$ cat config.mk
export PLATFORM = sky130hd
export DESIGN_NAME = rrmc_unit
export DESIGN_NICKNAME = d
export VERILOG_FILES = /design/src/rtl/rrmc_pkg.sv /design/src/rtl/rrmc_copy.sv /design/src/rtl/rrmc_issue.sv /design/src/rtl/rrmc_outmux.sv /design/src/rtl/rrmc_unit.sv
export SDC_FILE = /design/constraint.sdc
export NUM_CORES = 1
export LEC_CHECK = 0
export CAP_MARGIN = 20
export CORE_AREA = 2 2 134 136
export DETAILED_ROUTE_END_ITERATION = 10
export DIE_AREA = 0 0 136 138
export DONT_BUFFER_PORTS = 1
export HOLD_SLACK_MARGIN = 0.15
export PLACE_DENSITY = 0.65
export SKIP_LAST_GASP = 1
export SYNTH_ARGS = -nofsm -noshare
export SYNTH_HDL_FRONTEND = slang
export SYNTH_HIERARCHICAL = 1
export SYNTH_SLANG_ARGS = --single-unit
export TNS_END_PERCENT = 20
$ cat constraint.sdc
create_clock -name clk -period 3.2 [get_ports clk]
set_input_delay 0.16 -clock clk [delete_from_list [all_inputs] [get_ports clk]]
set_output_delay 0.16 -clock clk [all_outputs]
set_load 0.005 [all_outputs]
$ cat src/rtl/rrmc_pkg.sv
package rrmc_pkg;

    // number of copies so that one copy is not restarted within its busy span
    function automatic int unsigned rrmc_copies(input int unsigned t,
                                                input int unsigned t_next,
                                                input int unsigned r);
        int unsigned span;
        span = t + t_next + 1;
        return (span + r - 1) / r;
    endfunction

endpackage

$ cat src/rtl/rrmc_copy.sv
module rrmc_copy #(
    parameter int unsigned W      = 16,
    parameter int unsigned T      = 4,
    parameter int unsigned T_NEXT = 3
) (
    input  logic         clk,
    input  logic         rst,
    input  logic         start,
    input  logic [W-1:0] op_a,
    input  logic [W-1:0] op_b,
    output logic         hold,
    output logic [W-1:0] res
);
    localparam int unsigned Q  = T + T_NEXT;
    localparam int unsigned CW = $clog2(Q + 1);

    typedef struct packed {
        logic [CW-1:0] cnt;
        logic [W-1:0]  a;
        logic [W-1:0]  b;
        logic [W-1:0]  res;
    } copy_state_t;

    copy_state_t st_d, st_q;

    always_comb begin
        st_d = st_q;
        if (start) begin
            st_d.cnt = CW'(1);
            st_d.a   = op_a;
            st_d.b   = op_b;
        end else if (st_q.cnt != '0) begin
            if (st_q.cnt == CW'(Q)) begin
                st_d.cnt = '0;
            end else begin
                st_d.cnt = st_q.cnt + CW'(1);
            end
        end
        // last compute cycle: the sum becomes the held result
        if (st_q.cnt == CW'(T)) begin
            st_d.res = st_q.a + st_q.b;
        end
    end

    always_ff @(posedge clk) begin
        if (rst) begin
            st_q <= '0;
        end else begin
            st_q <= st_d;
        end
    end

    assign hold = (st_q.cnt > CW'(T));
    assign res  = st_q.res;

endmodule

$ cat src/rtl/rrmc_issue.sv
module rrmc_issue #(
    parameter int unsigned C = 3,
    parameter int unsigned R = 3
) (
    input  logic         clk,
    input  logic         rst,
    input  logic         in_valid,
    output logic [C-1:0] start,
    output logic         err
);
    localparam int unsigned PW = (C > 1) ? $clog2(C) : 1;
    localparam int unsigned GW = $clog2(R + 1);

    typedef struct packed {
        logic [PW-1:0] ptr;
        logic [GW-1:0] gap;
        logic          seen;
        logic          err;
    } issue_state_t;

    issue_state_t st_d, st_q;
    logic         accept;

    assign accept = in_valid && (!st_q.seen || (st_q.gap >= GW'(R)));

    always_comb begin
        st_d = st_q;
        if (accept) begin
            st_d.seen = 1'b1;
            st_d.gap  = GW'(1);
            if (st_q.ptr == PW'(C - 1)) begin
                st_d.ptr = '0;
            end else begin
                st_d.ptr = st_q.ptr + PW'(1);
            end
        end else if (st_q.gap < GW'(R)) begin
            st_d.gap = st_q.gap + GW'(1);
        end
        if (in_valid && !accept) begin
            st_d.err = 1'b1;
        end
    end

    always_ff @(posedge clk) begin
        if (rst) begin
            st_q <= '0;
        end else begin
            st_q <= st_d;
        end
    end

    for (genvar i = 0; i < C; i++) begin : g_start
        assign start[i] = accept && (st_q.ptr == PW'(i));
    end

    assign err = st_q.err;

endmodule

$ cat src/rtl/rrmc_outmux.sv
module rrmc_outmux #(
    parameter int unsigned W = 16,
    parameter int unsigned C = 3
) (
    input  logic [C-1:0]   hold,
    input  logic [C*W-1:0] res_flat,
    output logic           out_valid,
    output logic [W-1:0]   out_data
);
    always_comb begin
        out_valid = 1'b0;
        out_data  = '0;
        for (int i = 0; i < C; i++) begin
            if (hold[i]) begin
                out_valid = 1'b1;
                out_data  = out_data | res_flat[i*W +: W];
            end
        end
    end

endmodule

$ cat src/rtl/rrmc_unit.sv
module rrmc_unit #(
    parameter int unsigned W      = 16,
    parameter int unsigned T      = 4,
    parameter int unsigned T_NEXT = 3,
    parameter int unsigned R      = 3
) (
    input  logic         clk,
    input  logic         rst,
    input  logic         in_valid,
    input  logic [W-1:0] in_a,
    input  logic [W-1:0] in_b,
    output logic         out_valid,
    output logic [W-1:0] out_data,
    output logic         err
);
    import rrmc_pkg::*;

    localparam int unsigned C = rrmc_copies(T, T_NEXT, R);

    if (R < 1) begin : g_bad_r
        $error("restart period must be at least one cycle");
    end
    if (T < 1 || T_NEXT < 1) begin : g_bad_t
        $error("compute and hold times must be at least one cycle");
    end
    if (T_NEXT > R) begin : g_bad_hold
        $error("hold windows of consecutive copies would overlap");
    end

    logic [C-1:0]   start_vec;
    logic [C-1:0]   hold_vec;
    logic [C*W-1:0] res_flat;

    rrmc_issue #(.C(C), .R(R)) u_issue (
        .clk      (clk),
        .rst      (rst),
        .in_valid (in_valid),
        .start    (start_vec),
        .err      (err)
    );

    for (genvar i = 0; i < C; i++) begin : g_copy
        rrmc_copy #(.W(W), .T(T), .T_NEXT(T_NEXT)) u_copy (
            .clk   (clk),
            .rst   (rst),
            .start (start_vec[i]),
            .op_a  (in_a),
            .op_b  (in_b),
            .hold  (hold_vec[i]),
            .res   (res_flat[i*W +: W])
        );
    end

    rrmc_outmux #(.W(W), .C(C)) u_outmux (
        .hold      (hold_vec),
        .res_flat  (res_flat),
        .out_valid (out_valid),
        .out_data  (out_data)
    );

endmodule

Word-level counts from Yosys, hierarchy flattened
Index checks and enable logic that the tools add are counted.
W data, S select, Z words.
- equality and inequality tests: 8
- muxes and demuxes: 18
- magnitude comparators: 5
- bitwise logic cells: 2
- reductions and logical operators: 20
- add/sub/neg operators: 8
- operators with widths (cell ; number):
    $add A16 B16 Y16 ; 3
    $mux W16 ; 3
    $or A16 B16 Y16 ; 2
    $eq A3 B3 Y1 const B ; 6
    $mux W1 ; 11
    $add A3 B1 Y3 const B ; 3
    $gt A3 B3 Y1 const B ; 3
    $mux W3 ; 3
    $reduce_bool A3 Y1 ; 3
    $reduce_bool A2 Y1 ; 4
    $reduce_or A2 Y1 ; 4
    $logic_and A1 B1 Y1 ; 5
    $add A2 B1 Y2 const B ; 2
    $eq A2 B1 Y1 const B ; 1
    $eq A2 B2 Y1 const B ; 1
    $ge A2 B2 Y1 const B ; 1
    $logic_not A1 Y1 ; 2
    $logic_not A2 Y1 ; 1
    $lt A2 B2 Y1 const B ; 1
    $mux W2 ; 1
    $logic_or A1 B1 Y1 ; 1
- output and inout bits: 18
- word-level logic and storage cells: 81
- bits of input ports: 35
- register bits: 159

Depth between registers and ports, before layout
- depth in word-level cells: 6
- mapped depth: 8
- gate-level depth less buffers: 8

Modules after synthesis
Netlist, hierarchy kept.
- by module, submodules not included (module ; area each (µm²) ; cells each ; instances ; seq. area each (µm²)):
    rrmc_copy at g_copy[1].u_copy ... ; 2691.3 ; 299 ; 2 ; 1021.0
    rrmc_copy at g_copy[0].u_copy ; 2638.8 ; 281 ; 1 ; 1021.0
    rrmc_outmux ; 291.5 ; 39 ; 1 ; 0.0
    rrmc_issue ; 264.0 ; 31 ; 1 ; 120.1

Least setup slack after synthesis
Ideal clock, no wire load.
- path type: register to register
- from: register g_copy[1].u_copy/st_q[16] (netlist bit)
- to: register g_copy[1].u_copy.st_q (netlist bit g_copy[1].u_copy/res[10])
- period minus slack after synthesis: 2156 ps
- required time: 3083 ps
- path slack: 1044 ps
- setup time: 117 ps
- buffers on the path: 0
- data arrival time: 2038 ps
- stages on the path, launching flop included: 8
- path through: dfxtp_1 ha_1 fa_1 a21o_1 a311oi_2 nor3_1 or3_1 a32o_1
- cells in the longest elaborated chain, start to end: 1
- ends and longest elaborated chain (element ; line ; text):
    from (decl) ; rrmc_copy.sv:24 ; copy_state_t st_d, st_q;
    from (signal assigned) ; rrmc_copy.sv:49 ; st_q <= st_d;
    $add A16 B16 Y16 ; rrmc_copy.sv:41 ; st_d.res = st_q.a + st_q.b;
Every way passes these cells.
A chain may end at the register's enable or synchronous reset.

Worst setup path after layout
- from: register g_copy[1].u_copy/st_q[16] (netlist bit)
- to: register g_copy[1].u_copy.st_q (netlist bit g_copy[1].u_copy/res[12])
The elaborated chain is that of the path after synthesis.

==> impl_metrics.py <==
metrics = {
    "outcome": {
        "status": "finished, final reports clean",
    },
    "place": {
        "placed_cells": 1097,
        "place_congestion": 0.900,
        "port-buffer-count": 0,
        "dp_hpwl_um": 15100,
    },
    "power_and_ir_drop": {
        "p_per_area_nw_per_um2": 518,
        "p_leak_uw": 0.00387,
        "ir_drop_v": 0.000395,
    },
    "drt": {
        "firstDrtPassIters": 6,
        "routed_via_density": 5.69,
        "first_iter_violations": 569,
        "routedWlPerCell_um": 17.9,
        "vias": 6638,
        "drc_errors": 0,
        "ant_nets": 0,
        "drt_wl_total_um": 20900,
    },
    "sta": {
        "min_period_ns": 2.37,
        "tightest_slew_ns": 0.662,
        "fin_setup_tns_ns": 0,
        "slew_violations": 0,
        "fmax_mhz": 422,
        "finalCritPeriodShare_pct": 74.1,
        "rsz0062_at_grt": "no",
        "setup_viol": 0,
        "relSlewSlack_pct": 55.9,
        "hold_viol_final": 0,
        "skew_ns": 0.0107,
    },
    "yosys": {
        "synth_largest_area_cell": "dfxtp_1",
        "ys_ff_latch": 159,
        "synth_most_common_cell": "dfxtp_1",
        "ys_top_cells_by_count": "159 x dfxtp_1, 127 x nor2_1, 99 x mux2i_1, 74 x a21oi_1, 70 x nand2_1",
        "yosysWarningCount": 6,
        "ys_seq_area_share_pct": 37.1,
        "synthFlopType": "dfxtp_1",
        "synthCells": 949,
        "avgSynthCellArea_um2": 9.04,
        "synth_area_um2": 8580,
        "synth_top_cells_by_area": "dfxtp_1 37%, mux2i_1 12%, ha_1 8.0%, nor2_1 5.6%, a21oi_1 4.3%",
        "synth_edf_count": 0,
        "async_flop_share_pct": 0,
        "synth_cell_types": 65,
        "syn-num-nets": 1042,
        "yosysTopAreaCellShare_pct": 37.1,
    },
    "critical_path": {
        "critPathArrivalTime_ns": 2.66,
        "cp.required_ns": 3.49,
        "r2r_slack_ns": 0.83,
        "crit_path_end": "g_copy[1].u_copy/res[12]",
        "r2r_end": "g_copy[1].u_copy/res[12]",
        "crit_path_end_kind": "flip-flop",
        "r2r_start": "g_copy[1].u_copy/st_q[16]",
        "cp_max_fo": 5,
        "startpoint_type": "flip-flop",
        "rr_worst_depth": 7,
        "path_class": "flip-flop to flip-flop",
        "crit_start": "g_copy[1].u_copy/st_q[16]",
    },
    "final_layout": {
        "drive_gt1_share_pct": 7.04,
        "num-fill-cells": 1641,
        "finalNonFillerCells": 1167,
        "nNetsFinal": 1017,
        "area_growth_pct": 9.82,
    },
    "floorplanning": {
        "die_h_um": 138,
        "io_pins": 53,
        "die_area_um2": 18800,
        "fp-row-count": 49,
        "die_w_um": 136,
        "start_util_pct": 48.9,
        "core-area_um2": 17500,
    },
    "global_route": {
        "grtUsageTotal_pct": 22.5,
        "overflow": 0,
        "first_global_vias": 6030,
        "antenna_found_initial": 1,
        "grt_max_degree": 155,
        "grt_pass1_wl_um": 32900,
    },
    "clock_tree": {
        "cts_resized": 0,
        "cts.htree.levels": 4,
        "clockBufferDepth": 2,
        "clkSlewWorstSetupHoldPaths_ns": 0.06,
        "cts_buffers": 17,
        "cts_tree": "done",
        "insertion_delay_ns": 0.43,
        "cts_sinks": 159,
        "post_cts_buffers": 0,
        "cts_root_buffer": "clkbuf_16",
    },
    "job": {
        "maxCapViolCount": 0,
    },
    "worst_hold_path": {
        "holdCritPathClass": "input port to flip-flop",
        "hold-path-cell-count": 2,
    },
}
routing by layer:
metal | global-route usage [%] | share of wire (%) | vias to the layer above
met5 | 0 | 0 | -
met4 | 7.02 | 2.2 | 0
met3 | 4.62 | 4.9 | 29
met2 | 35.8 | 46 | 181
met1 | 30.6 | 47 | 3126
li1 | - | - | 3302
worst max-delay path, cell delays in order, from the launching register on:
cell and delay, ns:
dfxtp_1 0.31, ha_1 0.23, fa_1 0.41, a21o_1 0.23, a311oi_2 0.39, nor2_1 0.17
o311ai_0 0.36, o211ai_1 0.13
area by class of cell:
class | count | area (um2) | area share, %
Inverter | 33 | 124 | 1.32
Clock buffer | 20 | 457 | 4.85
Timing Repair Buffer | 43 | 440 | 4.68
Sequential cell | 159 | 3180 | 33.8
Antenna cell | 1 | 2.50 | 0.0266
Multi-Input combinational cell | 670 | 4720 | 50.1
Tap cell | 229 | 287 | 3.04
Clock inverter | 12 | 209 | 2.22
cell usage in the layout (no fill, tap or decap), types with 4 or more instances in the layout:
master         netlist  layout
mux2i_1             99      99
a222oi_1            16      16
nor3_1              11      11
dlygate4sd3_1        0      34
dfxtp_1            159     159
buf_4               48       7
xor2_1               7       7
a21o_1              15      15
a32o_1               8       8
inv_1               32      30
nor2_1             127     127
o21bai_1             4       4
clkbuf_16            0      17
and2_1               4       4
o21a_1               7       7
ha_1                55      55
and3_1               6       6
o2111ai_1            4       4
o211ai_1             5       5
a22o_1               5       5
o41ai_2              4       4
clkinv_4             0       5
a211o_1              6       6
a21oi_1             74      74
o21ai_0             24      24
nand2_1             70      70
or3_1               12      12
a31o_2               4       4
nor2b_1              7       7
a211oi_1            11      11
xnor2_1             13      13
nand2b_1             4       4
nand3_1             18      18
bufinv_16            0       5
flip-flops by register name, indices dropped and copies added, names as in the netlist:
name                count
g_copy.u_copy/res      48
u_issue/err             1
g_copy.u_copy/st_q    105
u_issue/st_q            5
stage by stage:
stage	utilization (%)	hold WS [ns]	cell area [um2]	total power (uW)	setup WS, ns
global placement	47.7	0.249	8370	2550	0.911
CTS	53.6	0.217	9400	4910	0.547
detailed placement	47.7	0.252	8370	2550	0.858
global route	53.7	0.230	9420	5070	0.684
finish	53.7	0.158	9420	4880	0.828
floorplan	-	0.222	8580	2490	1.04
what timing repair did:
action / in CTS / in global routing
hold endpoints to repair: 159 / 0
hold buffers: 35 / 0
endpoints found under the setup margin: 0 / 0
worst min path at each step:
stage | start | endpoint | slack, ns
2_1_floorplan | rst | u_issue/st_q[4] | 0.22
3_3_place_gp | rst | u_issue/st_q[4] | 0.25
3_5_place_dp | rst | u_issue/st_q[4] | 0.25
4_1_cts | rst | u_issue/err | 0.22
5_1_grt | rst | u_issue/err | 0.23
6_report | rst | u_issue/err | 0.16
power by group:
group / internal, uW / total, uW / leakage, uW / switching, uW
logic: 216 / 509 / 0.00226 / 293
clock network: 1430 / 2270 / 0.000317 / 837
registers: 2050 / 2100 / 0.00129 / 49.8
logic make-up after synthesis:
kind of cell | synth area share [%]
fa+ha+maj | 8.72
simple gates | 14.2
buf+inv | 7.95
mux | 11.6
xor+xnor | 2.04
compound gates | 18.4
flops | 37.1
No activity file was read; power rests on OpenSTA's default activity.
